[src/rtl/err_aggr_pkg.sv]
package err_aggr_pkg;
  localparam int CFG_W       = 32;
  localparam int CFG_BYTES   = CFG_W / 8;
  localparam int N_CLASS     = 3;
  // class index within status and enable vectors
  localparam int CLS_COP     = 0;
  localparam int CLS_DMEM    = 1;
  localparam int CLS_IMEM    = 2;
  // configuration bit positions
  localparam int CPEN_BIT    = 0;
  localparam int EN_LSB      = 18;   // coprocessor enable, data at +1, instruction at +2
endpackage

[src/rtl/aggr_cfg_reg.sv]
module aggr_cfg_reg
  import err_aggr_pkg::*;
(
  input  logic             clk,
  input  logic             rst_n,
  input  logic             we,
  input  logic [CFG_W-1:0] wdata,
  input  logic [CFG_BYTES-1:0] be,
  output logic [CFG_W-1:0] cfg_q,
  output logic [CFG_W-1:0] cfg_nxt
);
  always_comb begin
    cfg_nxt = cfg_q;
    for (int b = 0; b < CFG_BYTES; b++)
      if (we && be[b]) cfg_nxt[8*b +: 8] = wdata[8*b +: 8];
  end

  always_ff @(posedge clk) begin
    if (!rst_n) cfg_q <= '0;
    else        cfg_q <= cfg_nxt;
  end

  // bytes without a strobe keep their value
  generate
    for (genvar b = 0; b < CFG_BYTES; b++) begin : g_chk
      assert_byte_hold_R2: assert property (@(posedge clk) disable iff (!rst_n)
        !(we && be[b]) |=> $stable(cfg_q[8*b +: 8]));
    end
  endgenerate
endmodule

[src/rtl/aggr_status.sv]
module aggr_status
  import err_aggr_pkg::*;
(
  input  logic               clk,
  input  logic               rst_n,
  input  logic [N_CLASS-1:0] err_i,
  input  logic [N_CLASS-1:0] clr_i,
  output logic [N_CLASS-1:0] sts_q,
  output logic [N_CLASS-1:0] sts_nxt
);
  generate
    for (genvar i = 0; i < N_CLASS; i++) begin : g_bit
      // a new fault outranks a clear in the same cycle
      assign sts_nxt[i] = err_i[i] | (sts_q[i] & ~clr_i[i]);

      always_ff @(posedge clk) begin
        if (!rst_n) sts_q[i] <= 1'b0;
        else        sts_q[i] <= sts_nxt[i];
      end

      assert_sticky_set_R3: assert property (@(posedge clk) disable iff (!rst_n)
        err_i[i] |=> sts_q[i]);
      assert_w1c_R4: assert property (@(posedge clk) disable iff (!rst_n)
        (clr_i[i] && !err_i[i]) |=> !sts_q[i]);
    end
  endgenerate
endmodule

[src/rtl/aggr_irq_gen.sv]
module aggr_irq_gen
  import err_aggr_pkg::*;
(
  input  logic               clk,
  input  logic               rst_n,
  input  logic [N_CLASS-1:0] sts_nxt,
  input  logic [N_CLASS-1:0] en_nxt,
  input  logic               xcp_fault,
  output logic               halt_q,
  output logic               irq_q,
  output logic               xcp_irq_q
);
  logic any_nxt;
  assign any_nxt = |(sts_nxt & en_nxt);

  always_ff @(posedge clk) begin
    if (!rst_n) begin
      halt_q    <= 1'b0;
      irq_q     <= 1'b0;
      xcp_irq_q <= 1'b0;
    end else begin
      halt_q    <= any_nxt;
      irq_q     <= any_nxt;
      xcp_irq_q <= xcp_fault;
    end
  end

  assert_xcp_irq_R9: assert property (@(posedge clk) disable iff (!rst_n)
    xcp_fault |=> xcp_irq_q);
endmodule

[src/rtl/err_irq_aggr.sv]
module err_irq_aggr
  import err_aggr_pkg::*;
(
  input  logic        clk,
  input  logic        rst_n,
  input  logic        cfg_we,
  input  logic [31:0] cfg_wdata,
  input  logic [3:0]  cfg_be,
  output logic [31:0] cfg_rdata,
  input  logic        sts_clr_we,
  input  logic [2:0]  sts_clr,
  output logic [2:0]  sts_rdata,
  input  logic        imem_par_err,
  input  logic        dmem_par_err,
  input  logic        bus_err,
  input  logic        xcp_par_err,
  output logic        cp_err_en,
  output logic        core_halt,
  output logic        core_irq,
  output logic        xcp_irq
);
  logic [CFG_W-1:0]   cfg_q, cfg_nxt;
  logic [N_CLASS-1:0] err_vec, clr_vec, sts_q, sts_nxt, en_q, en_nxt;
  logic               cop_fault, xcp_fault;

  aggr_cfg_reg u_cfg (
    .clk(clk), .rst_n(rst_n), .we(cfg_we), .wdata(cfg_wdata), .be(cfg_be),
    .cfg_q(cfg_q), .cfg_nxt(cfg_nxt)
  );

  assign cp_err_en = cfg_q[CPEN_BIT];
  assign en_q      = cfg_q[EN_LSB +: N_CLASS];
  assign en_nxt    = cfg_nxt[EN_LSB +: N_CLASS];

  // coprocessor class: merged before masking, gated by reporting enable
  assign cop_fault = cp_err_en & (bus_err | xcp_par_err);
  assign xcp_fault = cp_err_en & xcp_par_err;

  always_comb begin
    err_vec           = '0;
    err_vec[CLS_COP]  = cop_fault;
    err_vec[CLS_DMEM] = dmem_par_err;
    err_vec[CLS_IMEM] = imem_par_err;
  end
  assign clr_vec = sts_clr_we ? sts_clr : '0;

  aggr_status u_sts (
    .clk(clk), .rst_n(rst_n), .err_i(err_vec), .clr_i(clr_vec),
    .sts_q(sts_q), .sts_nxt(sts_nxt)
  );

  aggr_irq_gen u_irq (
    .clk(clk), .rst_n(rst_n), .sts_nxt(sts_nxt), .en_nxt(en_nxt),
    .xcp_fault(xcp_fault), .halt_q(core_halt), .irq_q(core_irq),
    .xcp_irq_q(xcp_irq)
  );

  assign cfg_rdata = cfg_q;
  assign sts_rdata = sts_q;

  assert_cop_gate_R5: assert property (@(posedge clk) disable iff (!rst_n)
    (!cp_err_en && !sts_q[CLS_COP]) |=> !sts_q[CLS_COP]);
  assert_irq_rise_R6: assert property (@(posedge clk) disable iff (!rst_n)
    (|(err_vec & en_q) && !cfg_we) |=> (core_irq && core_halt));
  assert_irq_cause_R7: assert property (@(posedge clk) disable iff (!rst_n)
    core_irq |-> |(sts_q & en_q));
  assert_irq_fall_R8: assert property (@(posedge clk) disable iff (!rst_n)
    !(|(sts_q & en_q)) |-> !core_halt);
endmodule

[config.mk]
export PLATFORM = sky130hd
export DESIGN_NAME = err_irq_aggr
export DESIGN_NICKNAME = d
export VERILOG_FILES = /design/src/rtl/err_aggr_pkg.sv /design/src/rtl/aggr_cfg_reg.sv /design/src/rtl/aggr_status.sv /design/src/rtl/aggr_irq_gen.sv /design/src/rtl/err_irq_aggr.sv
export SDC_FILE = /design/constraint.sdc
export NUM_CORES = 1
export LEC_CHECK = 0
export CAP_MARGIN = 20
export CORE_UTILIZATION = 34
export CTS_BUF_LIST = sky130_fd_sc_hd__clkbuf_8 sky130_fd_sc_hd__clkbuf_16
export CTS_CLUSTER_SIZE = 20
export DETAILED_ROUTE_END_ITERATION = 8
export PLACE_DENSITY = 0.76
export SYNTH_ARGS = -nofsm -noshare
export SYNTH_HDL_FRONTEND = slang
export SYNTH_SLANG_ARGS = --single-unit
export TNS_END_PERCENT = 10
[constraint.sdc]
create_clock -name clk -period 0.8 [get_ports clk]
set_input_delay 0.08 -clock clk [delete_from_list [all_inputs] [get_ports clk]]
set_output_delay 0.08 -clock clk [all_outputs]
set_load 0.005 [all_outputs]
==> results.tsv, run 1 <==
metric	value	unit
outcome	finished, violations left	
failing checks	setup timing	
met3 WL	288	µm
nature of the critical path startpoint	flop	
Psw	914.4	µW
Most used DFF post-synth	dfxtp_1	
worst-path maximum fanout	3	
Synth Instances	161	
initial core utilization	36.41	%
RePlAce Congestion	0.7130	
post-synthesis simple-gate area fraction	21.36	%
core area	4086	µm²
highest routing layer actually used	met4	
Residual DRC	0	
Synth Area in Compound Gates	20.27	%
Die ar.	4644	µm²
CP startpoint	u_cfg.cfg_q[0]	
slew margin rel.	81.40	%
fin util	63.99	%
Die W	68.15	µm
number of port buffers	85	
Int Pwr	3.091	mW
clk_lat worst skew	0.28	ns
proportion of power drawn by flip-flops and latches	49.8	%
WP data required	0.99	ns
# IOs	86	
PwrDens	1532	nW/µm²
drt pass-1 iters	4	
Sw Share	22.83	%
largest family of logic cells by synthesized area	simple AND/OR/NAND/NOR gates	
Synth area leaders	dfxtp_1, a21boi_0, nand3_1	
DR iter-0 viols	69	
EDFF count, synth	0	
Pins Over Slew Limit	0	
CP max-delay cell	dfxtp_2	
WP buf/inv	3	
RSZ-0062 raised after global routing	yes	
sequential fraction of the synthesis area	49.79	%
Post-DP Area	2506	µm²
post-route cell area	2615	µm²
clk root buf	clkbuf_8	
hpwl dp	2.805	mm
Final Cycle Share	124.4	%
global-route wire length before repair	6.134	mm
number of global-route vias before repair	1400	
max capacitance violation total	0	
Crit path largest cell delay	0.33	ns
endpoint class of the critical path	flop	
largest net degree at the start of global routing	19	
Warnings, synthesis	0	
endpoints failing setup	11	
Max Fclk	1005	MHz
wl on met1	1.716	mm
Tot GR Track Use	17.63	%
ys async rst share	0	%
Top Family by Delay on Critical Path	flip-flops	
FP Rows	23	
DRT Wirelength	3.894	mm
H-tree Lvls	2	
initial antenna violation count	0	
TritonCTS Sinks	37	
largest area contributor in the netlist	dfxtp_1	
CTS clock-pin slew for the worst setup and hold paths	0.07	ns
Synth-to-Final Area Change	75.78	%
CTS buffer count	5	
distinct cell type count after synthesis	21	
metal2 WL	1.872	mm
final hold vios	0	
Synth Net Count	208	
clock network power share	31.6	%
CTS tree	done	
VDD IR-drop max	0.0009202	V
Fin Hold WS	0.2670	ns
leakage power total	1.162	nW
area of the mapped netlist	1488	µm²
Hold WC Path Type	input pin to flop	
CTS max path bufs	2	
# hold bufs at CTS	0	
Power Total	4.005	mW
Avg Cell Area, Syn	9.240	µm²
post-synth top area share	49.79	%
Commonest cells post-synth	dfxtp_1, nand2_1, nand3_1	
Die H	68.15	µm
post-synthesis register bit count	37	
Synth Area in Adders	0	%
total gr overflow	0	
logic gate share of total power	18.6	%
post-layout min period	0.9949	ns
worst r2r src	u_cfg.cfg_q[0]	
Post-Synth XOR/XNOR Area	0	%
top-count cell post-synth	dfxtp_1	
worst setup margin	-0.1949	ns
average vias per placed instance	4.700	
WL per Instance	12.28	µm
measured slew at the worst slew-check pin	0.2766	ns
fin nets	314	
hold path start	cfg_be[1]	
n_diodes	0	
via count	1490	
ANT nets after route	0	
worst-case clock skew	0.002580	ns
crit-path cells	buf_6 -> o211a_1 -> a31oi_4 -> buf_4 -> inv_2	
share of cells above drive strength 1	42.70	%
post-synthesis mux area share	1.346	%
WP data arrival	1.18	ns
kind of critical path	flop to flop	
==> flip-flops by register name (all words and copies together), names as in the netlist <==
register	flops
u_cfg.cfg_q	32
u_irq.halt_q	1
u_sts.sts_q	3
u_irq.xcp_irq_q	1
==> worst register-to-register path: cells and delay by family, from the launching register on <==
family	cells	cell delay, ns
flops	1	0.33
buf+inv	3	0.27
compound gates	2	0.30
==> cells in the final DEF, fill, tap and decap left out, types with 9 or more instances in the layout <==
cell             synthesis  final
a21boi_0                28     22
nand3_1                 29     29
buf_6                    4     13
clkdlybuf4s50_1          0     40
buf_4                    3     24
clkbuf_2                 0      9
buf_2                    5     13
nand2_1                 32     29
dfxtp_2                  0     32
==> power by group through the flow <==
stage	sequential [mW]	combinational (mW)	clock, mW
final	2.00	0.744	1.27
after global routing	2.01	0.815	1.41
after CTS	1.98	0.725	1.31
after detailed placement	2.02	0.764	0
after global placement	2.01	0.756	0
after floorplan	2.02	0.244	0
==> timing repair <==
item,4_1_cts,5_1_grt
setup buffers,3,1
setup endpoints to repair,75,75
resized for setup,139,57
pin swaps,2,1
==> cell families after synthesis <==
kind of cell | after synthesis
AO/OA/AOI/OAI | 39
buffers and inverters | 16
flip-flops | 37
multiplexers | 2
AND/OR/NAND/NOR | 67
==> metal layers <==
layer | global-route usage, % | vias up
li1 | - | 760
met1 | 21.24 | 672
met2 | 30.02 | 56
met3 | 5.667 | 2
met4 | 4.427 | 0
met5 | 0 | -
==> path summary, 6_finish.rpt <==
| kind | end | slack (ns) | cells after the start |
|---|---|---|---|
| worst min-delay path | u_cfg.cfg_q[15] | 0.27 | 3 |
| worst max register to register | u_sts.sts_q[0] | -0.19 | 5 |
| worst max-delay path | u_sts.sts_q[0] | -0.19 | 5 |
| worst min register to register | u_cfg.cfg_q[6] | 0.45 | 2 |
==> through the flow <==
step | cells | setup WS [ns] | setup TNS, ns
after floorplan | 161 | -0.04525 | -0.04525
after global routing | 317 | -0.2335 | -2.405
after detailed placement | 306 | -0.6061 | -21.89
after CTS | 316 | -0.2411 | -3.631
final | 317 | -0.1949 | -1.198
after global placement | 306 | -0.5553 | -20.59
==> cell type report <==
type,count,area (µm²)
repair buffers,113,997.2
fillers,360,1471
well taps,50,62.56
inverters,2,7.507
multi-input cells,108,680.7
clock buffers,6,82.58
clock inverters,1,3.754
flip-flops and latches,37,780.7
Note: power is estimated with default switching activity, not from simulation.
==> inputs of run 2 (changes only) <==
GPL_TIMING_DRIVEN = 0   (was not set)
==> run 2 against run 1 <==
Against the previous run:
- largest cell class unchanged
- routed wire length decreased by 3.8%
- setup slack improved by 0.026 ns
- the flow still finishes with violations (setup timing)
- critical endpoint is now u_irq.halt_q
- maximum frequency increased by 2.7%
==> results.tsv, run 2 (synthesis results as in run 1) <==
metric	value	unit	change
worst setup margin	-0.1692	ns	was -0.1949 ns
Most flops, register	u_cfg.cfg_q		unchanged
Setup WS pre-CTS	-0.4048	ns	was -0.6061 ns
initial core utilization	36.41	%	unchanged
TritonCTS Sinks	37		unchanged
post-route cell area	2431	µm²	was 2615 µm²
Final Non-Filler Cells	299		was 317
crit-path cells	buf_6 -> o211a_1 -> a31oi_2 -> o221ai_2		was buf_6 -> o211a_1 -> a31oi_4 -> buf_4 -> inv_2
Hold WC Path Type	input pin to flop		unchanged
initial antenna violation count	0		unchanged
FP Rows	23		unchanged
kind of critical path	flop to flop		unchanged
fin nets	296		was 314
Tot GR Track Use	17.50	%	was 17.63%
drt pass-1 iters	3		was 4
Max Fclk	1032	MHz	was 1005 MHz
WP buf/inv	1		was 3
Power Total	3.928	mW	was 4.005 mW
share of cells above drive strength 1	39.36	%	was 42.70%
via count	1401		was 1,490
n_diodes	0		unchanged
Die H	68.15	µm	unchanged
hold path start	rst_n		was cfg_be[1]
# IOs	86		unchanged
failing checks	setup timing		unchanged
ANT nets after route	0		unchanged
core area	4086	µm²	unchanged
logic gate share of total power	16.9	%	was 18.6%
endpoint class of the critical path	flop		unchanged
PwrDens	1616	nW/µm²	was 1532 nW/µm²
Die W	68.15	µm	unchanged
VDD IR-drop max	0.0008748	V	was 0.0009202 V
CTS max path bufs	2		unchanged
hpwl dp	2.771	mm	was 2.805 mm
RePlAce Congestion	0.6899		was 0.7130
Post-DP Area	2341	µm²	was 2506 µm²
final hold vios	0		unchanged
Crit path largest cell delay	0.34	ns	was 0.33 ns
Synth-to-Final Area Change	63.41	%	was 75.78%
CTS buffer count	5		unchanged
slew margin rel.	74.53	%	was 81.40%
Pins Over Slew Limit	0		unchanged
clk root buf	clkbuf_8		unchanged
# placed instances	290		was 306
DRT Wirelength	3.745	mm	was 3.894 mm
max capacitance violation total	0		unchanged
DR iter-0 viols	79		was 69
number of port buffers	79		was 85
measured slew at the worst slew-check pin	0.3820	ns	was 0.2766 ns
CTS tree	done		unchanged
Int Pwr	3.035	mW	was 3.091 mW
WL per Instance	12.53	µm	was 12.28 µm
proportion of power drawn by flip-flops and latches	50.9	%	was 49.8%
CP max-delay cell	dfxtp_2		unchanged
CTS clock-pin slew for the worst setup and hold paths	0.07	ns	about the same
CP startpoint	u_cfg.cfg_q[0]		unchanged
total gr overflow	0		unchanged
nature of the critical path startpoint	flop		unchanged
most frequent cells in the layout	clkdlybuf4s50_1, dfxtp_2, nand2_1		was clkdlybuf4s50_1, dfxtp_2, nand3_1, nand2_1, buf_4
average vias per placed instance	4.686		was 4.700
endpoints failing setup	11		unchanged
Sw Share	22.72	%	was 22.83%
RSZ-0062 raised after global routing	yes		unchanged
Final Cycle Share	121.1	%	was 124.4%
max FFs per register	32		unchanged
number of global-route vias before repair	1329		was 1,400
global-route wire length before repair	5.927	mm	was 6.134 mm
# hold bufs at CTS	0		unchanged
worst r2r src	u_cfg.cfg_q[0]		unchanged
clock network power share	32.2	%	was 31.6%
clk_lat worst skew	0.28	ns	about the same
worst-case clock skew	0.001580	ns	was 0.002580 ns
WP data arrival	1.13	ns	was 1.18 ns
Top Family by Delay on Critical Path	compound AO/OA/AOI/OAI gates		was flip-flops
FF-to-FF setup slack	-0.17	ns	was -0.19 ns
Die ar.	4644	µm²	unchanged
Top Registers	u_cfg.cfg_q x32, u_sts.sts_q x3		unchanged
H-tree Lvls	2		unchanged
Psw	892.4	µW	was 914.4 µW
worst-path maximum fanout	3		unchanged
Residual DRC	0		unchanged
post-layout min period	0.9692	ns	was 0.9949 ns
largest net degree at the start of global routing	11		was 19
commonest non-fill, non-tap cell in the layout	clkdlybuf4s50_1		unchanged
leakage power total	1.032	nW	was 1.162 nW
WP data required	0.96	ns	was 0.99 ns
outcome	finished, violations left		unchanged
==> run 2: path summary, 6_finish.rpt <==
| path | endpoint | depth (start not counted) |
|---|---|---|
| worst max-delay path | u_irq.halt_q | 4 |
| worst min-delay path | u_cfg.cfg_q[8] | 2 |
| worst max register to register | u_irq.halt_q | 4 |
| worst min register to register | u_cfg.cfg_q[26] | 2 |
==> run 2: area by class of cell <==
cell class | instances | area [µm²]
Inverter | 2 | 7.507
Buffer | 14 | 103.9
Sequential cell | 37 | 783.3
Multi-Input combinational cell | 108 | 655.6
Timing Repair Buffer | 81 | 732.0
Tap cell | 50 | 62.56
Fill cell | 388 | 1655
Clock inverter | 1 | 3.754
Clock buffer | 6 | 82.58
==> run 2: through the flow <==
| stage | util, % | setup TNS, ns | hold slack, ns |
|---|---|---|---|
| 4_1_cts | 58.54 | -3.333 | 0.06353 |
| 6_report | 59.49 | -0.8901 | 0.07007 |
| 5_1_grt | 59.49 | -2.129 | 0.05266 |
| 3_5_place_dp | 57.29 | -5.951 | 0.3753 |
| 2_1_floorplan | - | -0.04525 | 0.2041 |
| 3_3_place_gp | 57.29 | -5.160 | 0.3684 |
==> run 2: repair_timing <==
action / in CTS / in global routing
setup endpoints to repair: 42 / 45
cloned: 0 / 0
buffers inserted: 2 / 0
pin swaps: 1 / 2
gates resized for setup: 127 / 65
==> run 2: metal layers <==
layer  share of wire, %  global-route usage (%)
met1                 43                   19.72
met2                 47                   29.90
met3                8.7                   7.000
met4                1.2                   5.469
met5                  0                       0
==> run 2: power groups by stage <==
stage	sequential [mW]	clock [mW]	combinational, mW
2_1_floorplan	2.02	0	0.244
3_3_place_gp	2.01	0	0.683
3_5_place_dp	2.02	0	0.686
4_1_cts	1.98	1.31	0.647
5_1_grt	2.01	1.39	0.735
6_report	2.00	1.27	0.663
==> inputs of run 3 (changes only) <==
==> constraint.sdc (replaced) <==
create_clock -name clk -period 0.8 [get_ports clk]
set_input_delay 0.12 -clock clk [delete_from_list [all_inputs] [get_ports clk]]
set_output_delay 0.12 -clock clk [all_outputs]
set_load 0.005 [all_outputs]
==> run 3 against run 2 <==
Against the previous run:
- the run still ends with setup timing left
- sequential power about the same
- clock skew did not move
- maximum frequency is 0.58% lower
- die area stayed put
- combinational power about the same
- setup slack worse by 0.0057 ns
- critical path depth down 2
- total power is essentially flat
- utilization is 0.092 points lower
- clock power about the same
- register-to-register slack hardly changed
==> results.tsv, run 3 (synthesis results as in run 1) <==
metric	value	unit	change
Setup WS pre-CTS	-0.4448	ns	was -0.4048 ns
initial antenna violation count	0		unchanged
drt pass-1 iters	3		unchanged
post-layout min period	0.9749	ns	was 0.9692 ns
nature of the critical path startpoint	flop		unchanged
kind of critical path	flop to primary output		was flop to flop
average vias per placed instance	4.689		was 4.686
CTS clock-pin slew for the worst setup and hold paths	0.07	ns	about the same
# IOs	86		unchanged
PwrDens	1617	nW/µm²	was 1616 nW/µm²
TritonCTS Sinks	37		unchanged
post-route cell area	2427	µm²	was 2431 µm²
WL per Instance	12.51	µm	was 12.53 µm
initial core utilization	36.41	%	unchanged
endpoints failing setup	42		was 11
worst setup margin	-0.1749	ns	was -0.1692 ns
H-tree Lvls	2		unchanged
commonest non-fill, non-tap cell in the layout	clkdlybuf4s50_1		unchanged
via count	1402		was 1,401
Die ar.	4644	µm²	unchanged
ANT nets after route	0		unchanged
slew margin rel.	74.54	%	was 74.53%
Post-DP Area	2341	µm²	unchanged
worst-case clock skew	0.001580	ns	unchanged
number of port buffers	79		unchanged
# hold bufs at CTS	0		unchanged
Max Fclk	1026	MHz	was 1032 MHz
global-route wire length before repair	5.927	mm	unchanged
Final Cycle Share	121.9	%	was 121.1%
CTS buffer count	5		unchanged
worst-path maximum fanout	3		unchanged
failing checks	setup timing		unchanged
WP data required	0.68	ns	was 0.96 ns
clk root buf	clkbuf_8		unchanged
n_diodes	0		unchanged
Pins Over Slew Limit	0		unchanged
CTS max path bufs	2		unchanged
Tot GR Track Use	17.50	%	unchanged
endpoint class of the critical path	primary output		was flop
max FFs per register	32		unchanged
final hold vios	0		unchanged
clk_lat worst skew	0.28	ns	about the same
measured slew at the worst slew-check pin	0.3819	ns	was 0.3820 ns
# placed instances	290		unchanged
DR iter-0 viols	79		unchanged
outcome	finished, violations left		unchanged
FP Rows	23		unchanged
VDD IR-drop max	0.0008748	V	about the same
Top Registers	u_cfg.cfg_q x32, u_sts.sts_q x3		unchanged
Synth-to-Final Area Change	63.16	%	was 63.41%
share of cells above drive strength 1	39.76	%	was 39.36%
most frequent cells in the layout	clkdlybuf4s50_1, dfxtp_2, nand2_1		unchanged
leakage power total	1.028	nW	was 1.032 nW
hpwl dp	2.771	mm	unchanged
Final Non-Filler Cells	299		unchanged
Power Total	3.926	mW	was 3.928 mW
Die H	68.15	µm	unchanged
DRT Wirelength	3.741	mm	was 3.745 mm
core area	4086	µm²	unchanged
RePlAce Congestion	0.6899		unchanged
max capacitance violation total	0		unchanged
WP data arrival	0.85	ns	was 1.13 ns
total gr overflow	0		unchanged
fin nets	296		unchanged
CTS tree	done		unchanged
Hold WC Path Type	input pin to flop		unchanged
number of global-route vias before repair	1329		unchanged
Most flops, register	u_cfg.cfg_q		unchanged
Residual DRC	0		unchanged
RSZ-0062 raised after global routing	yes		unchanged
Die W	68.15	µm	unchanged
largest net degree at the start of global routing	11		unchanged
==> run 3: cell count changes in the layout (fill, tap and decap cells not counted) <==
| cell | change |
|---|---|
| clkbuf_2 | +1 |
| a21boi_1 | -1 |
| dlygate4sd2_1 | -1 |
| a21boi_0 | +1 |
==> run 3: layout make-up <==
type	instances	area [µm²]
Clock inverter	1	3.754
Inverter	2	7.507
Fill cell	388	1659
Clock buffer	6	82.58
Buffer	14	103.9
Sequential cell	37	783.3
Multi-Input combinational cell	108	655.6
Timing Repair Buffer	81	728.2
Tap cell	50	62.56
==> run 3: final timing paths <==
| path | from | end | slack [ns] | cells past startpoint |
|---|---|---|---|---|
| worst max-delay path | u_cfg.cfg_q[0] | cfg_rdata[0] | -0.17 | 2 |
| worst min-delay path | rst_n | u_cfg.cfg_q[8] | 0.11 | 2 |
| worst max register to register | u_cfg.cfg_q[0] | u_irq.halt_q | -0.17 | 4 |
| worst min register to register | u_cfg.cfg_q[26] | u_cfg.cfg_q[26] | 0.45 | 2 |
==> run 3: through the flow <==
stage | TNS (ns) | hold WS [ns] | util, %
detailed placement | -8.926 | 0.4153 | 57.29
floorplan | -0.04525 | 0.2441 | -
CTS | -4.884 | 0.1035 | 58.54
global route | -3.587 | 0.09266 | 59.40
finish | -2.040 | 0.1101 | 59.40
global placement | -8.086 | 0.4084 | 57.29
==> run 3: report_power, final <==
group | leakage (nW) | switching, mW | internal [mW]
Clock | 0.0485 | 0.596 | 0.670
Sequential | 0.317 | 0.0521 | 1.95
Combinational | 0.663 | 0.244 | 0.418
==> run 3: repair_timing <==
item / 4_1_cts / 5_1_grt
gates cloned: 0 / 0
setup endpoints to repair: 42 / 46
pin swaps: 1 / 2
endpoints found under the hold margin: 0 / 0
buffers inserted: 2 / 0
gates resized for setup: 127 / 66
==> run 3: layer usage <==
metal	wire, µm	GRT usage [%]
met5	0	0
met4	44	5.469
met3	323	7.000
met2	1751	29.90
met1	1622	19.72
==> run 3: worst max-delay path, stage by stage, from the launching register on <==
cell and delay (ns):
dfxtp_2 0.34, buf_4 0.12, buf_2 0.11
